<file path="src/rtl/rn_pkg.sv">
package rn_pkg;

  typedef enum logic [1:0] {
    WALK_IDLE   = 2'd0,
    WALK_SQUASH = 2'd1,
    WALK_COMMIT = 2'd2
  } walk_mode_e;

  // circular pointer step for a buffer of arbitrary depth
  function automatic int unsigned ring_inc(input int unsigned p, input int unsigned depth);
    return (p + 1 == depth) ? 0 : p + 1;
  endfunction

  function automatic int unsigned ring_dec(input int unsigned p, input int unsigned depth);
    return (p == 0) ? depth - 1 : p - 1;
  endfunction

endpackage

</file>
<file path="src/rtl/rn_free_list.sv">
module rn_free_list #(
  parameter int DEPTH = 8,
  parameter int TW = 4,
  parameter int BASE = 8,
  localparam int PTRW = (DEPTH > 1) ? $clog2(DEPTH) : 1,
  localparam int CW = $clog2(DEPTH + 1)
) (
  input  logic          clk,
  input  logic          rst_n,
  input  logic          push,
  input  logic [TW-1:0] push_tag,
  input  logic          pop,
  output logic [TW-1:0] head_tag,
  output logic [CW-1:0] count
);
  import rn_pkg::*;

  logic [TW-1:0]   mem_q [DEPTH];
  logic [PTRW-1:0] head_q, tail_q;
  logic [CW-1:0]   count_q;

  assign head_tag = mem_q[head_q];
  assign count    = count_q;

  always_ff @(posedge clk) begin
    if (!rst_n) begin
      for (int i = 0; i < DEPTH; i++) mem_q[i] <= TW'(BASE + i);
      head_q  <= '0;
      tail_q  <= '0;
      count_q <= CW'(DEPTH);
    end else begin
      if (push) begin
        mem_q[tail_q] <= push_tag;
        tail_q <= PTRW'(ring_inc(32'(tail_q), DEPTH));
      end
      if (pop) head_q <= PTRW'(ring_inc(32'(head_q), DEPTH));
      case ({push, pop})
        2'b10:   count_q <= count_q + 1'b1;
        2'b01:   count_q <= count_q - 1'b1;
        default: count_q <= count_q;
      endcase
    end
  end

  p_no_overflow_r12: assert property (@(posedge clk) disable iff (!rst_n)
    push |-> count_q < CW'(DEPTH));
  p_no_underflow_r5: assert property (@(posedge clk) disable iff (!rst_n)
    pop |-> count_q != '0);

endmodule

</file>
<file path="src/rtl/rn_hist_log.sv">
module rn_hist_log #(
  parameter int DEPTH = 8,
  parameter int SEQ_W = 16,
  parameter int AW = 3,
  parameter int PW = 4,
  localparam int PTRW = (DEPTH > 1) ? $clog2(DEPTH) : 1,
  localparam int CW = $clog2(DEPTH + 1)
) (
  input  logic             clk,
  input  logic             rst_n,
  input  logic             push,
  input  logic [SEQ_W-1:0] push_seq,
  input  logic [AW-1:0]    push_arch,
  input  logic [PW-1:0]    push_new,
  input  logic [PW-1:0]    push_prev,
  input  logic             pop_young,
  input  logic             pop_old,
  output logic [SEQ_W-1:0] young_seq,
  output logic [AW-1:0]    young_arch,
  output logic [PW-1:0]    young_new,
  output logic [PW-1:0]    young_prev,
  output logic [SEQ_W-1:0] old_seq,
  output logic [PW-1:0]    old_prev,
  output logic [CW-1:0]    count
);
  import rn_pkg::*;

  logic [SEQ_W-1:0] seq_q  [DEPTH];
  logic [AW-1:0]    arch_q [DEPTH];
  logic [PW-1:0]    new_q  [DEPTH];
  logic [PW-1:0]    prev_q [DEPTH];
  logic [PTRW-1:0]  head_q, tail_q, young_idx;
  logic [CW-1:0]    count_q;

  assign young_idx  = PTRW'(ring_dec(32'(tail_q), DEPTH));
  assign young_seq  = seq_q[young_idx];
  assign young_arch = arch_q[young_idx];
  assign young_new  = new_q[young_idx];
  assign young_prev = prev_q[young_idx];
  assign old_seq    = seq_q[head_q];
  assign old_prev   = prev_q[head_q];
  assign count      = count_q;

  always_ff @(posedge clk) begin
    if (!rst_n) begin
      for (int i = 0; i < DEPTH; i++) begin
        seq_q[i]  <= '0;
        arch_q[i] <= '0;
        new_q[i]  <= '0;
        prev_q[i] <= '0;
      end
      head_q  <= '0;
      tail_q  <= '0;
      count_q <= '0;
    end else if (push) begin
      seq_q[tail_q]  <= push_seq;
      arch_q[tail_q] <= push_arch;
      new_q[tail_q]  <= push_new;
      prev_q[tail_q] <= push_prev;
      tail_q  <= PTRW'(ring_inc(32'(tail_q), DEPTH));
      count_q <= count_q + 1'b1;
    end else if (pop_young) begin
      tail_q  <= young_idx;
      count_q <= count_q - 1'b1;
    end else if (pop_old) begin
      head_q  <= PTRW'(ring_inc(32'(head_q), DEPTH));
      count_q <= count_q - 1'b1;
    end
  end

  p_log_no_overflow_r12: assert property (@(posedge clk) disable iff (!rst_n)
    push |-> count_q < CW'(DEPTH));
  p_log_no_underflow_r9: assert property (@(posedge clk) disable iff (!rst_n)
    (pop_young || pop_old) |-> count_q != '0);
  p_one_log_op_r10: assert property (@(posedge clk) disable iff (!rst_n)
    $onehot0({push, pop_young, pop_old}));

endmodule

</file>
<file path="src/rtl/rn_map_table.sv">
module rn_map_table #(
  parameter int NUM_ARCH = 8,
  parameter int NUM_PHYS = 16,
  localparam int AW = $clog2(NUM_ARCH),
  localparam int PW = $clog2(NUM_PHYS)
) (
  input  logic          clk,
  input  logic          rst_n,
  input  logic [AW-1:0] rd_a,
  input  logic [AW-1:0] rd_b,
  input  logic [AW-1:0] rd_c,
  output logic [PW-1:0] tag_a,
  output logic [PW-1:0] tag_b,
  output logic [PW-1:0] tag_c,
  output logic          rdy_a,
  output logic          rdy_b,
  input  logic          wr_en,
  input  logic [AW-1:0] wr_arch,
  input  logic [PW-1:0] wr_tag,
  input  logic          clr_en,
  input  logic [PW-1:0] clr_tag,
  input  logic          set_en,
  input  logic [PW-1:0] set_tag
);
  logic [PW-1:0]       map_q [NUM_ARCH];
  logic [NUM_PHYS-1:0] ready_q;

  assign tag_a = map_q[rd_a];
  assign tag_b = map_q[rd_b];
  assign tag_c = map_q[rd_c];
  assign rdy_a = ready_q[tag_a];
  assign rdy_b = ready_q[tag_b];

  always_ff @(posedge clk) begin
    if (!rst_n) begin
      for (int i = 0; i < NUM_ARCH; i++) map_q[i] <= PW'(i);
    end else if (wr_en) begin
      map_q[wr_arch] <= wr_tag;
    end
  end

  // a clear of a freshly allocated tag takes precedence over a stray set
  always_ff @(posedge clk) begin
    if (!rst_n) begin
      ready_q <= '1;
    end else begin
      if (set_en) ready_q[set_tag] <= 1'b1;
      if (clr_en) ready_q[clr_tag] <= 1'b0;
    end
  end

  p_clear_takes_r3: assert property (@(posedge clk) disable iff (!rst_n)
    clr_en |=> !ready_q[$past(clr_tag)]);
  p_set_takes_r4: assert property (@(posedge clk) disable iff (!rst_n)
    (set_en && !(clr_en && clr_tag == set_tag)) |=> ready_q[$past(set_tag)]);
  p_map_write_r6: assert property (@(posedge clk) disable iff (!rst_n)
    wr_en |=> map_q[$past(wr_arch)] == $past(wr_tag));

endmodule

</file>
<file path="src/rtl/rename_hist_unit.sv">
module rename_hist_unit #(
  parameter int NUM_ARCH = 8,
  parameter int NUM_PHYS = 16,
  parameter int SEQ_W = 16,
  localparam int AW = $clog2(NUM_ARCH),
  localparam int PW = $clog2(NUM_PHYS),
  localparam int FL_DEPTH = NUM_PHYS - NUM_ARCH,
  localparam int CW = $clog2(FL_DEPTH + 1)
) (
  input  logic             clk,
  input  logic             rst_n,
  input  logic             req_valid,
  input  logic [SEQ_W-1:0] req_seq,
  input  logic [AW-1:0]    req_src0,
  input  logic [AW-1:0]    req_src1,
  input  logic             req_dst_valid,
  input  logic [AW-1:0]    req_dst,
  output logic             req_accept,
  output logic [PW-1:0]    src0_tag,
  output logic             src0_ready,
  output logic [PW-1:0]    src1_tag,
  output logic             src1_ready,
  output logic [PW-1:0]    dst_tag,
  output logic [PW-1:0]    dst_prev_tag,
  input  logic             wb_valid,
  input  logic [PW-1:0]    wb_tag,
  input  logic             cmt_valid,
  input  logic [SEQ_W-1:0] cmt_seq,
  input  logic             sq_valid,
  input  logic [SEQ_W-1:0] sq_seq,
  output logic             busy,
  output logic [CW-1:0]    free_count
);
  import rn_pkg::*;

  // arithmetic kept in functions so the bench can restate it independently
  function automatic logic has_room(input logic [CW-1:0] cnt, input logic need);
    return !need || (cnt != '0);
  endfunction

  function automatic logic squash_removes(input logic [SEQ_W-1:0] entry_seq,
                                          input logic [SEQ_W-1:0] target);
    return entry_seq > target;
  endfunction

  function automatic logic commit_removes(input logic [SEQ_W-1:0] entry_seq,
                                          input logic [SEQ_W-1:0] target);
    return entry_seq <= target;
  endfunction

  walk_mode_e       mode_q;
  logic [SEQ_W-1:0] tgt_q;

  logic             idle, take_sq, take_cm, do_alloc;
  logic             sq_step, cm_step, walk_stop;
  logic [PW-1:0]    fl_head;
  logic [CW-1:0]    fl_count, hist_count;
  logic             hist_empty;
  logic [SEQ_W-1:0] y_seq, o_seq;
  logic [AW-1:0]    y_arch;
  logic [PW-1:0]    y_new, y_prev, o_prev;
  logic             fl_push;
  logic [PW-1:0]    fl_push_tag;
  logic             map_wr;
  logic [AW-1:0]    map_wr_arch;
  logic [PW-1:0]    map_wr_tag;

  assign idle       = (mode_q == WALK_IDLE);
  assign hist_empty = (hist_count == '0);
  assign take_sq    = idle && sq_valid;
  assign take_cm    = idle && cmt_valid && !sq_valid;
  assign req_accept = req_valid && idle && !sq_valid && !cmt_valid &&
                      has_room(fl_count, req_dst_valid);
  assign do_alloc   = req_accept && req_dst_valid;

  assign sq_step    = (mode_q == WALK_SQUASH) && !hist_empty && squash_removes(y_seq, tgt_q);
  assign cm_step    = (mode_q == WALK_COMMIT) && !hist_empty && commit_removes(o_seq, tgt_q);
  assign walk_stop  = !idle && !sq_step && !cm_step;

  assign fl_push     = sq_step || cm_step;
  assign fl_push_tag = sq_step ? y_new : o_prev;

  assign map_wr      = do_alloc || sq_step;
  assign map_wr_arch = do_alloc ? req_dst : y_arch;
  assign map_wr_tag  = do_alloc ? fl_head : y_prev;

  assign dst_tag    = fl_head;
  assign busy       = !idle;
  assign free_count = fl_count;

  always_ff @(posedge clk) begin
    if (!rst_n) begin
      mode_q <= WALK_IDLE;
      tgt_q  <= '0;
    end else if (take_sq) begin
      mode_q <= WALK_SQUASH;
      tgt_q  <= sq_seq;
    end else if (take_cm) begin
      mode_q <= WALK_COMMIT;
      tgt_q  <= cmt_seq;
    end else if (walk_stop) begin
      mode_q <= WALK_IDLE;
    end
  end

  rn_free_list #(
    .DEPTH (FL_DEPTH),
    .TW    (PW),
    .BASE  (NUM_ARCH)
  ) u_free (
    .clk      (clk),
    .rst_n    (rst_n),
    .push     (fl_push),
    .push_tag (fl_push_tag),
    .pop      (do_alloc),
    .head_tag (fl_head),
    .count    (fl_count)
  );

  rn_hist_log #(
    .DEPTH (FL_DEPTH),
    .SEQ_W (SEQ_W),
    .AW    (AW),
    .PW    (PW)
  ) u_log (
    .clk        (clk),
    .rst_n      (rst_n),
    .push       (do_alloc),
    .push_seq   (req_seq),
    .push_arch  (req_dst),
    .push_new   (fl_head),
    .push_prev  (dst_prev_tag),
    .pop_young  (sq_step),
    .pop_old    (cm_step),
    .young_seq  (y_seq),
    .young_arch (y_arch),
    .young_new  (y_new),
    .young_prev (y_prev),
    .old_seq    (o_seq),
    .old_prev   (o_prev),
    .count      (hist_count)
  );

  rn_map_table #(
    .NUM_ARCH (NUM_ARCH),
    .NUM_PHYS (NUM_PHYS)
  ) u_map (
    .clk     (clk),
    .rst_n   (rst_n),
    .rd_a    (req_src0),
    .rd_b    (req_src1),
    .rd_c    (req_dst),
    .tag_a   (src0_tag),
    .tag_b   (src1_tag),
    .tag_c   (dst_prev_tag),
    .rdy_a   (src0_ready),
    .rdy_b   (src1_ready),
    .wr_en   (map_wr),
    .wr_arch (map_wr_arch),
    .wr_tag  (map_wr_tag),
    .clr_en  (do_alloc),
    .clr_tag (fl_head),
    .set_en  (wb_valid),
    .set_tag (wb_tag)
  );

  p_tag_conserve_r12: assert property (@(posedge clk) disable iff (!rst_n)
    (32'(fl_count) + 32'(hist_count)) == FL_DEPTH);
  p_refuse_busy_r10: assert property (@(posedge clk) disable iff (!rst_n)
    busy |-> !req_accept);
  p_refuse_empty_r5: assert property (@(posedge clk) disable iff (!rst_n)
    (req_dst_valid && fl_count == '0) |-> !req_accept);
  p_squash_stop_r6: assert property (@(posedge clk) disable iff (!rst_n)
    (idle && $past(mode_q) == WALK_SQUASH) |-> (hist_empty || y_seq <= tgt_q));
  p_commit_stop_r7: assert property (@(posedge clk) disable iff (!rst_n)
    (idle && $past(mode_q) == WALK_COMMIT) |-> (hist_empty || o_seq > tgt_q));
  p_squash_wins_r11: assert property (@(posedge clk) disable iff (!rst_n)
    (idle && sq_valid && cmt_valid) |=> mode_q == WALK_SQUASH);

endmodule

</file>
<file path="config.mk">
export PLATFORM = sky130hd
export DESIGN_NAME = rename_hist_unit
export DESIGN_NICKNAME = d
export VERILOG_FILES = /design/src/rtl/rn_pkg.sv /design/src/rtl/rn_free_list.sv /design/src/rtl/rn_hist_log.sv /design/src/rtl/rn_map_table.sv /design/src/rtl/rename_hist_unit.sv
export SDC_FILE = /design/constraint.sdc
export NUM_CORES = 1
export LEC_CHECK = 0
export ABC_AREA = 0
export CAP_MARGIN = 20
export CORE_MARGIN = 2
export CORE_UTILIZATION = 55
export CTS_CLUSTER_DIAMETER = 60
export DETAILED_ROUTE_END_ITERATION = 10
export PLACE_DENSITY = 0.72
export SETUP_SLACK_MARGIN = 0.1
export SLEW_MARGIN = 20
export SYNTH_ARGS = -nofsm -noshare
export SYNTH_HDL_FRONTEND = slang
export SYNTH_SLANG_ARGS = --single-unit
</file>
<file path="constraint.sdc">
create_clock -name clk -period 10.74 [get_ports clk]
set_clock_uncertainty 0.15 [all_clocks]
set_input_delay 1.611 -clock clk [delete_from_list [all_inputs] [get_ports clk]]
set_output_delay 1.611 -clock clk [all_outputs]
set_load 0.01 [all_outputs]
</file>
# Word level (Yosys, flattened, before mapping)
# Memories as Yosys holds them, arrays and structs flattened. A register that Yosys moved wholly into a read port is not among the register bits.
# Index checks and enable logic that the tools add are counted.
[word_totals] n_memories=6 elab_cells=155 mem_bits_rw=280 output_inout_bits=24 ff_bits=54
[memory_table] name="u_log.seq_q" depth=8 width=16 rd=2 rd_clocked_by_memory_dff=1 write_ports=8 line_no="rn_hist_log.sv:28" source="logic [SEQ_W-1:0] seq_q [DEPTH];"
[memory_table] name="u_free.mem_q" depth=8 width=4 rd=1 rd_clocked_by_memory_dff=1 write_ports=8 line_no="rn_free_list.sv:18" source="logic [TW-1:0] mem_q [DEPTH];"
[memory_table] name="u_log.new_q" depth=8 width=4 rd=1 rd_clocked_by_memory_dff=0 write_ports=8 line_no="rn_hist_log.sv:30" source="logic [PW-1:0] new_q [DEPTH];"
[memory_table] name="u_log.prev_q" depth=8 width=4 rd=2 rd_clocked_by_memory_dff=1 write_ports=8 line_no="rn_hist_log.sv:31" source="logic [PW-1:0] prev_q [DEPTH];"
[memory_table] name="u_map.map_q" depth=8 width=4 rd=3 rd_clocked_by_memory_dff=0 write_ports=8 line_no="rn_map_table.sv:25" source="logic [PW-1:0] map_q [NUM_ARCH];"
[memory_table] name="u_log.arch_q" depth=8 width=3 rd=1 rd_clocked_by_memory_dff=0 write_ports=8 line_no="rn_hist_log.sv:29" source="logic [AW-1:0] arch_q [DEPTH];"
[op_classes] n_eq_ne=8 reduce_logical=44 muxes=64 magnitude_cmp=8 n_addsub=9 bitwise=6
[ops] operator="two-way mux 16 bit" n=6
[ops] operator="two-way mux 3 bit" n=21
[ops] operator="two-way mux 4 bit" n=9
[ops] operator="two-way mux 1 bit" n=21
[ops] operator="< comparator 4 x 5 -> 1 bit, second input constant" n=4
[ops] operator="adder 3 x 1 -> 4 bit, second input constant" n=4
[ops] operator="AND 16 bit" n=1
[ops] operator="equality test 4 bit, second input constant" n=4
[ops] operator="greater-than comparator 16 bit" n=1
[ops] operator="<= comparator 16 bit" n=1
[ops] operator="logical AND 1 bit" n=16
[ops] operator="NOT 16 bit" n=1
[ops] operator="bitwise OR 16 bit" n=1
[ops] operator="OR reduction 16 bit" n=1
[ops] operator="OR reduction 4 bit" n=4
[ops] operator="adder 4 x 1 -> 4 bit, second input constant" n=2
[ops] operator="binary-select mux 1 bit (select 4 bit)" n=2
[ops] operator="demux 1 bit (select 4 bit)" n=2
[ops] operator=">= comparator 4 x 1 -> 1 bit, second input constant" n=2
[ops] operator="one-hot mux 4 bit (2 select lines)" n=1
[ops] operator="nonzero test 2 bit" n=4
[ops] operator="subtractor 4 x 1 -> 4 bit, second input constant" n=2
[ops] operator="zero test 1 bit" n=7
[ops] operator="nonzero test 3 bit" n=2
[ops] operator="13 further kinds" n=20

# Longest topological paths before layout
# Gate-level depths: netlist of the first run.
[logic_depth] word_depth=12 depth_mapped=27 ltp_nobuf=20

# Cells and area by module
# From an unflattened synthesis of the first run, not the netlist that was laid out.
[hier_totals] cells_unflattened=1586 hier_area_um2=19346.1
[modules_own_cells] mod="rn_hist_log" area_each_um2=12291.8 cells_per_inst=943 instances=1 seq_area_each_um2=6746.5
[modules_own_cells] mod="rn_map_table" area_each_um2=3136.8 cells_per_inst=271 instances=1 seq_area_each_um2=1281.2
[modules_own_cells] mod="rn_free_list" area_each_um2=2117.0 cells_per_inst=158 instances=1 seq_area_each_um2=1221.2
[modules_own_cells] mod="rename_hist_unit" area_each_um2=1800.5 cells_per_inst=214 instances=1 seq_area_each_um2=360.3

# Worst setup path before layout of the first run
# Ideal clock, no wire load.
[synth_path] path_kind="register to register" from="register u_log.tail_q[0]" to="register u_free.count_q[3], in the netlist u_free.count[3]" stages_incl_launch_ff=28 required_time_ps=10528 slack_ps=4252 arrival_time_ps=6276 cell_sequence="dfxtp_1 > buf_2 > inv_1 > clkbuf_1 > buf_1 > ha_1 > nand2b_1 > clkbuf_1 > nand2_1 > buf_2 > buf_2 > mux4_2 > nand2_1 > o31ai_1 > ha_1 > nand4_1 > or4_4 > o21ai_4 > nor3_2 > buf_2 > nor3_4 > ha_1 > ha_1 > a21o_1 > a21oi_1 > xnor2_1 > or3_1 > nand3_1"
[synth_between] elab_chain_cells=8 elab_cells_between_ends=11 classes_between="add/sub: 1; order compare: 1; eq/ne: 2; mux: 2; reduce/logical: 4; memory: 1"
[synth_rtl] item="start, declared" line_no="rn_hist_log.sv:32" source="logic [PTRW-1:0] head_q, tail_q, young_idx;"
[synth_rtl] item="start signal, assigned" line_no="rn_hist_log.sv:60" source="tail_q <= PTRW'(ring_inc(32'(tail_q), DEPTH));"
[synth_rtl] item="start signal, assigned" line_no="rn_hist_log.sv:63" source="tail_q <= young_idx;"
[synth_rtl] item="subtractor 3 x 1 -> 3 bit / zero test 3 bit (equally long branches)" line_no="rn_pkg.sv:15" source="return (p == 0) ? depth - 1 : p - 1;"
[synth_rtl] item="two-way mux 3 bit (*)" line_no="rn_pkg.sv:15"
[synth_rtl] item="memory read (8 x 16 bit) (*)"
[synth_rtl] item="greater-than comparator 16 bit (*)" line_no="rename_hist_unit.sv:43" source="return entry_seq > target;"
[synth_rtl] item="logical AND 1 bit (*)" line_no="rename_hist_unit.sv:76" source="assign sq_step = (mode_q == WALK_SQUASH) && !hist_empty && squash_removes(y_seq, tgt_q);"
[synth_rtl] item="logical OR 1 bit (*)" line_no="rename_hist_unit.sv:80" source="assign fl_push = sq_step || cm_step;"
[synth_rtl] item="equality test 2 x 1 -> 1 bit / equality test 2 bit (equally long branches)" line_no="rn_free_list.sv:37" source="case ({push, pop})"
[synth_rtl] item="one-hot mux 4 bit (2 select lines) / nonzero test 2 bit (equally long branches)"
[synth_rtl] item="end signal, assigned" line_no="rn_free_list.sv:38" source="2'b10: count_q <= count_q + 1'b1;"
[synth_rtl] item="end signal, assigned" line_no="rn_free_list.sv:39" source="2'b01: count_q <= count_q - 1'b1;"
[synth_rtl] item="end signal, assigned" line_no="rn_free_list.sv:40" source="default: count_q <= count_q;"
[synth_rtl] item="end, declared" line_no="rn_free_list.sv:20" source="logic [CW-1:0] count_q;"
# Every way passes the cells marked *; elsewhere a longest branch is shown, timed or not.
# A chain may end at the register's enable or synchronous reset.

# Final worst setup path of the first run
# Same ends and word-level chain as after synthesis.

==> results of run 1 <==
==> area by class of cell <==
class	instances	area [um2]
Tap cell	448	561
Multi-Input combinational cell	1069	8690
Timing Repair Buffer	123	1150
Clock buffer	49	1090
Inverter	48	180
Fill cell	2520	12200
Sequential cell	340	9610
Clock inverter	20	180
==> where the power goes <==
| group | switching [mW] | internal (mW) |
|---|---|---|
| Sequential | 0.0318 | 1.47 |
| Combinational | 0.243 | 0.152 |
| Clock | 0.529 | 0.788 |
==> registers in the layout, indices dropped and copies added (netlist names), 4 cells and up, named ones only <==
signal and flops:
tgt_q 16, u_free.count 4, u_free.mem_q 32, u_log.arch_q 24, u_log.count 4, u_log.new_q 32, u_log.prev_q 32, u_log.seq_q 128
u_map.map_q 32, u_map.ready_q 16
==> metrics by stage <==
step	utilization [%]	instances	worst slack (ns)	instance area, um2	hold WS (ns)
2_1_floorplan	-	1568	4.25	18800	0.304
6_report	63.8	2097	3.74	21500	0.336
3_5_place_dp	60.0	2028	3.86	20200	0.322
5_1_grt	63.8	2097	3.43	21500	0.359
3_3_place_gp	59.9	2028	4.10	20200	0.314
4_1_cts	63.7	2097	3.87	21400	0.332
==> cell families after synthesis <==
group | after synthesis | share of synthesized area [%]
XOR/XNOR | 7 | 0.326
buffers and inverters | 159 | 3.36
AND/OR/NAND/NOR | 567 | 16.3
flip-flops | 340 | 51.0
adder cells (fa/ha/maj) | 45 | 3.07
multiplexers | 182 | 16.0
AO/OA/AOI/OAI | 268 | 9.99
==> metal layers <==
layer  part of all wire, %  track usage (%)  vias to the layer above
met4                   3.5             10.5                        0
met1                    39             38.5                     6689
li1                      -                -                     6085
met3                    10             5.19                      135
met5                     0                0                        -
met2                    47             47.2                      800
==> cells in the final DEF, fill, tap and decap left out, types with 8 or more instances in the layout <==
master           synthesis  final
edfxtp_1               280    280
and2_1                 162    162
nor2_1                 137    135
mux4_2                  90     90
clkdlybuf4s50_1          0     90
nand2_1                 68     68
mux2i_1                 63     63
a211oi_1                59     59
dfxtp_1                 60     57
o21ai_0                 46     46
inv_1                   45     45
ha_1                    43     43
clkbuf_16                0     41
a21oi_1                 40     40
and3_1                  39     39
nor3_1                  39     35
buf_4                    1     32
o31ai_1                 31     31
mux2_2                  27     27
nand2b_1                25     24
nand3_1                 20     20
a31oi_1                 16     16
nand4_1                 12     12
or3_1                   12     12
nor3b_1                 11     11
a311oi_1                 9      9
nor2b_1                  8      8
o211ai_1                 8      8
clkinv_1                 1      8
==> worst max-delay path: stages (launching register included) <==
cell and delay (ns):
dfxtp_2 0.43, inv_1 0.12, buf_4 0.44, ha_1 0.32
or3_1 0.14, and2_2 0.86, mux4_2 0.41, nand2_1 0.08
o31ai_1 0.07, ha_1 0.34, nand4_1 0.35, or4_4 0.68
a21o_1 0.22, a21oi_2 0.68, nor3_4 0.20, ha_1 0.29
ha_1 0.29, a21o_1 0.18, a21oi_1 0.19, xnor2_1 0.10
or3_1 0.30, nand3_1 0.08
==> cell usage after synthesis, types with 31 or more instances <==
library cell	instances	share of area, %
mux2i_1	63	3.3
dfxtp_1	60	6.4
nand2_1	68	1.4
edfxtp_1	280	45
nor2_1	137	2.7
o21ai_0	46	1.2
and3_1	39	1.3
a211oi_1	59	2.4
ha_1	43	2.9
a21oi_1	40	1.1
nor3_1	39	1.0
inv_1	45	0.90
clkbuf_1	72	1.4
mux4_2	90	11
o31ai_1	31	1.2
and2_1	162	5.4
==> worst min-delay path by stage <==
| stage | from | to | slack [ns] |
|---|---|---|---|
| detailed placement | u_free.head_q[1] | u_free.head_q[1] | 0.32 |
| global placement | u_free.head_q[1] | flip-flop | 0.31 |
| global route | u_free.head_q[1] | u_free.head_q[1] | 0.36 |
| CTS | u_free.head_q[1] | flip-flop | 0.33 |
| floorplan | u_free.head_q[1] | flip-flop | 0.30 |
| finish | u_free.head_q[1] | u_free.head_q[1] | 0.34 |
==> results.yml, run 1 <==
clocking:
  clk_latency_ns: 0.53
  cts_max_level: 2
  cts_tree: "built"
  cts_sinks: 340
  cts_buffers: 38
  cts_setup_buffers: 0
  cts_root_buf: "clkbuf_16"
  clk_pin_slew_ns: 0.06
  post_cts_resized: 0
  cts_hold_buf: 0
  clockBufferDepth: 3
detailed_routing:
  vias: 13709
  drcViolationCount: 0
  wl_um: 51200
  ant_nets: 0
  viasPerCell: 6.54
  first_pass_iters: 5
  wl_per_cell_um: 24.4
  drt_iter0_markers: 1496
synthesis:
  synthArstFlopShare_pct: 0
  synth-main-ff-cell: "edfxtp_1"
  synth-seq-area-share_pct: 51.0
  syn-cell-area_um2: 18800
  postSynthAreaPerCell_um2: 12.0
  syn_inst: 1568
  ys_types: 70
  ys_warn_count: 0
  synth_edf_count: 280
  syn_nets: 1681
  ys_ff_latch: 340
floorplanning:
  rows: 67
  die_y_um: 189
  die-width_um: 189
  core_um2: 33600
  initial_core_util_pct: 56.0
  die_area_um2: 35700
  ios: 92
layout:
  area.growth.synth_to_final_pct: 13.9
  drive_gt1_share_pct: 15.3
  num_antenna_cells: 0
  nNetsFinal: 1733
worst_setup_path:
  path_class: "flip-flop to flip-flop"
  worstSetupStartpoint: "u_log.tail_q[0]"
  crit_path_end: "u_free.count[3]"
  reg2reg_depth: 21
  r2r_slack_ns: 3.74
  rr_endpoint: "u_free.count[3]"
  critical_path.startpoint_type: "flip-flop"
  path_max_fanout: 44
  required_ns: 11.05
  timing.rr.start: "u_log.tail_q[0]"
  endpoint_kind: "flip-flop"
  arrival_ns: 7.31
pwr:
  ir_worst_vdd_uv: 140
  p_total_mw: 3.21
  power_density_nw_per_um2: 150
  power.leakage_nw: 7.60
run:
  maxCapViolCount: 0
run_status:
  status: "completed"
sta:
  tns_ns: 0
  maxSlewViolCount: 0
  rsz0062_at_grt: "no"
  setup_viol: 0
  fin_crit_ns: 7.00
  post-route-period-util_pct: 65.2
  finalHoldViolations: 0
  tightest_slew_ns: 1.12
  slew_headroom_pct: 23.8
  fmax_mhz: 143
global_route:
  grt_overflow_total: 0
  grt_pass1_wl_um: 78800
  grt_max_degree: 70
  antenna_found_initial: 0
  grtUsageTotal_pct: 28.8
  grt_pass1_vias: 13667
worst_hold_path:
  hp-class: "flip-flop to flip-flop"
  worstHoldPathCells: 2
place:
  port_buffers: 91
  routabilityCongestion: 0.922
  dp_hpwl_um: 34100
Note: power is estimated with default switching activity, not from simulation.
==> run 2: changes to the inputs <==
--- a/config.mk
+++ b/config.mk
@@ -11,7 +11,7 @@
 export CORE_UTILIZATION = 55
 export CTS_CLUSTER_DIAMETER = 60
 export DETAILED_ROUTE_END_ITERATION = 10
-export PLACE_DENSITY = 0.72
+export PLACE_DENSITY = 0.75
 export SETUP_SLACK_MARGIN = 0.1
 export SLEW_MARGIN = 20
 export SYNTH_ARGS = -nofsm -noshare
==> constraint.sdc (replaced) <==
create_clock -name clk -period 6.4 [get_ports clk]
set_clock_uncertainty 0.15 [all_clocks]
set_input_delay 0.96 -clock clk [delete_from_list [all_inputs] [get_ports clk]]
set_output_delay 0.96 -clock clk [all_outputs]
set_load 0.01 [all_outputs]
==> run 2 against run 1 <==
Cell count is 0.67% higher. First-iteration DRC count is 7.2% higher. Critical path type unchanged. Sequential power is 68% higher. Non-clock buffer count is 15 higher. Clock power is 67% higher.
==> results.yml, run 2 (synthesis results as in run 1) <==
floorplanning:
  core_um2: 33600
  die_area_um2: 35700
  initial_core_util_pct: 56.0
  ios: 92
  die-width_um: 189
  die_y_um: 189
  rows: 67
detailed_routing:
  drcViolationCount: 0
  wl_per_cell_um: 24.0
  wl_um: 50600
  vias: 13897
  first_pass_iters: 6
  ant_nets: 0
  drt_iter0_markers: 1603
  viasPerCell: 6.58
global_route:
  grtUsageTotal_pct: 28.6
  grt_max_degree: 83
  grt_overflow_total: 0
  antenna_found_initial: 1
  grt_pass1_wl_um: 79000
  grt_pass1_vias: 13769
worst_hold_path:
  worstHoldPathCells: 2
  hp-class: "flip-flop to flip-flop"
clocking:
  cts_sinks: 340
  cts_buffers: 38
  clk_pin_slew_ns: 0.06
  clk_latency_ns: 0.53
  cts_root_buf: "clkbuf_16"
  cts_setup_buffers: 0
  cts_tree: "built"
  clockBufferDepth: 3
  cts_hold_buf: 0
  cts_max_level: 2
run:
  maxCapViolCount: 0
layout:
  drive_gt1_share_pct: 15.9
  utilization_pct: 64.1
  multi_input_area_um2: 8660
  final_common_cell: "edfxtp_1"
  area.growth.synth_to_final_pct: 14.4
  postLayoutCellArea_um2: 21500
  fillerInstances: 2478
  final_cell_mix: "edfxtp_1, and2_1, nor2_1, mux4_2, clkdlybuf4s50_1"
  num_antenna_cells: 0
  largest_reg_flops: 128
  regArea_um2: 9610
  nNetsFinal: 1748
  regMostFlops: "u_log.seq_q"
sta:
  tns_ns: 0
  setup_viol: 0
  finalHoldViolations: 0
  fmax_mhz: 167
  tightest_slew_ns: 0.991
  slew_headroom_pct: 33.6
  rsz0062_at_grt: "no"
  maxSlewViolCount: 0
  post-route-period-util_pct: 93.5
  fin_crit_ns: 5.98
worst_setup_path:
  path_class: "flip-flop to flip-flop"
  rr_endpoint: "u_free.count[3]"
  crit_path_end: "u_free.count[3]"
  reg2reg_depth: 20
  critical_path.startpoint_type: "flip-flop"
  timing.rr.start: "u_log.tail_q[1]"
  endpoint_kind: "flip-flop"
  required_ns: 6.72
  worstSetupStartpoint: "u_log.tail_q[1]"
  arrival_ns: 6.30
  r2r_slack_ns: 0.42
  path_max_fanout: 17
place:
  dp_hpwl_um: 34400
  routabilityCongestion: 0.894
  placed_area_um2: 20300
  port_buffers: 91
pwr:
  power.switching_mw: 1.35
  ir_worst_vdd_uv: 223
  power_density_nw_per_um2: 251
  clock_power_share_pct: 40.9
  seq_power_share_pct: 46.6
  power.leakage_nw: 7.64
  p_int_mw: 4.05
  sw_frac_of_total_pct: 25.0
  p_comb_share_pct: 12.4
run_status:
  status: "completed"
==> run 2: cell types whose count changed in the layout (fill, tap and decap cells not counted), sizes merged <==
cell      before  now
clkinv        14   13
bufinv         3    5
clkinvlp       2    6
inv           49   50
buf           33   48
clkbuf        49   42
==> run 2: how the worst min path moves through the flow <==
stage	startpoint	end	slack, ns
detailed placement	u_log.head_q[2]	u_log.head_q[2]	0.34
floorplan	u_free.head_q[1]	flip-flop	0.30
finish	u_log.count[2]	u_log.count[2]	0.35
global route	tgt_q[11]	tgt_q[11]	0.38
global placement	u_free.head_q[1]	u_free.head_q[1]	0.31
CTS	u_log.count[2]	u_log.count[2]	0.35
==> run 2: layer usage <==
layer  share of wire (%)  routed length (um)  vias to the layer above  track usage (%)
met5                   0                   0                        -                0
met4                 3.8                1910                        0             11.1
met3                  11                5560                      144             5.97
met2                  46               23400                      823             45.5
met1                  39               19800                     6813             38.7
li1                    -                   -                     6117                -
==> run 2: power by group through the flow <==
| stage | Clock, mW | Sequential, mW | Combinational, mW |
|---|---|---|---|
| detailed placement | 0 | 2.56 | 0.656 |
| CTS | 2.22 | 2.52 | 0.659 |
| global placement | 0 | 2.56 | 0.639 |
| finish | 2.21 | 2.52 | 0.670 |
| floorplan | 0 | 2.54 | 0.423 |
| global route | 2.32 | 2.52 | 0.719 |
==> run 2: layout make-up <==
class | instances | share of cell area (%)
inverters | 48 | 0.837
well taps | 448 | 2.60
flip-flops and latches | 340 | 44.6
repair buffers | 138 | 5.84
clock buffers | 42 | 4.58
clock inverters | 26 | 1.29
multi-input cells | 1069 | 40.2
==> run 2: worst max-delay path, cell delays in order (launching register included) <==
cell	delay, ns
dfxtp_2	0.50
inv_1	0.20
ha_1	0.32
or3_1	0.39
and2_2	0.33
buf_4	0.25
a211oi_1	0.26
o31ai_1	0.12
ha_1	0.31
nand4_1	0.18
or4_4	0.60
o21ai_4	0.35
nor3_2	0.12
nor3_4	0.46
ha_1	0.29
ha_1	0.25
a21o_1	0.18
a21oi_1	0.17
xnor2_1	0.09
or3_1	0.30
nand3_1	0.08
==> run 2: stage by stage <==
step	hold WS (ns)	instances	setup slack [ns]	total power, mW
after floorplan	0.304	1568	0.111	2.96
after global placement	0.314	2043	0.397	3.20
after detailed placement	0.343	2043	0.0580	3.22
after CTS	0.353	2111	0.151	5.40
after global routing	0.377	2111	0.140	5.56
final	0.347	2111	0.416	5.40
==> run 2: repair_timing <==
action / CTS / global route
endpoints found under the hold margin: 0 / 0
gates resized for setup: 1 / 2
setup endpoints to repair: 16 / 21
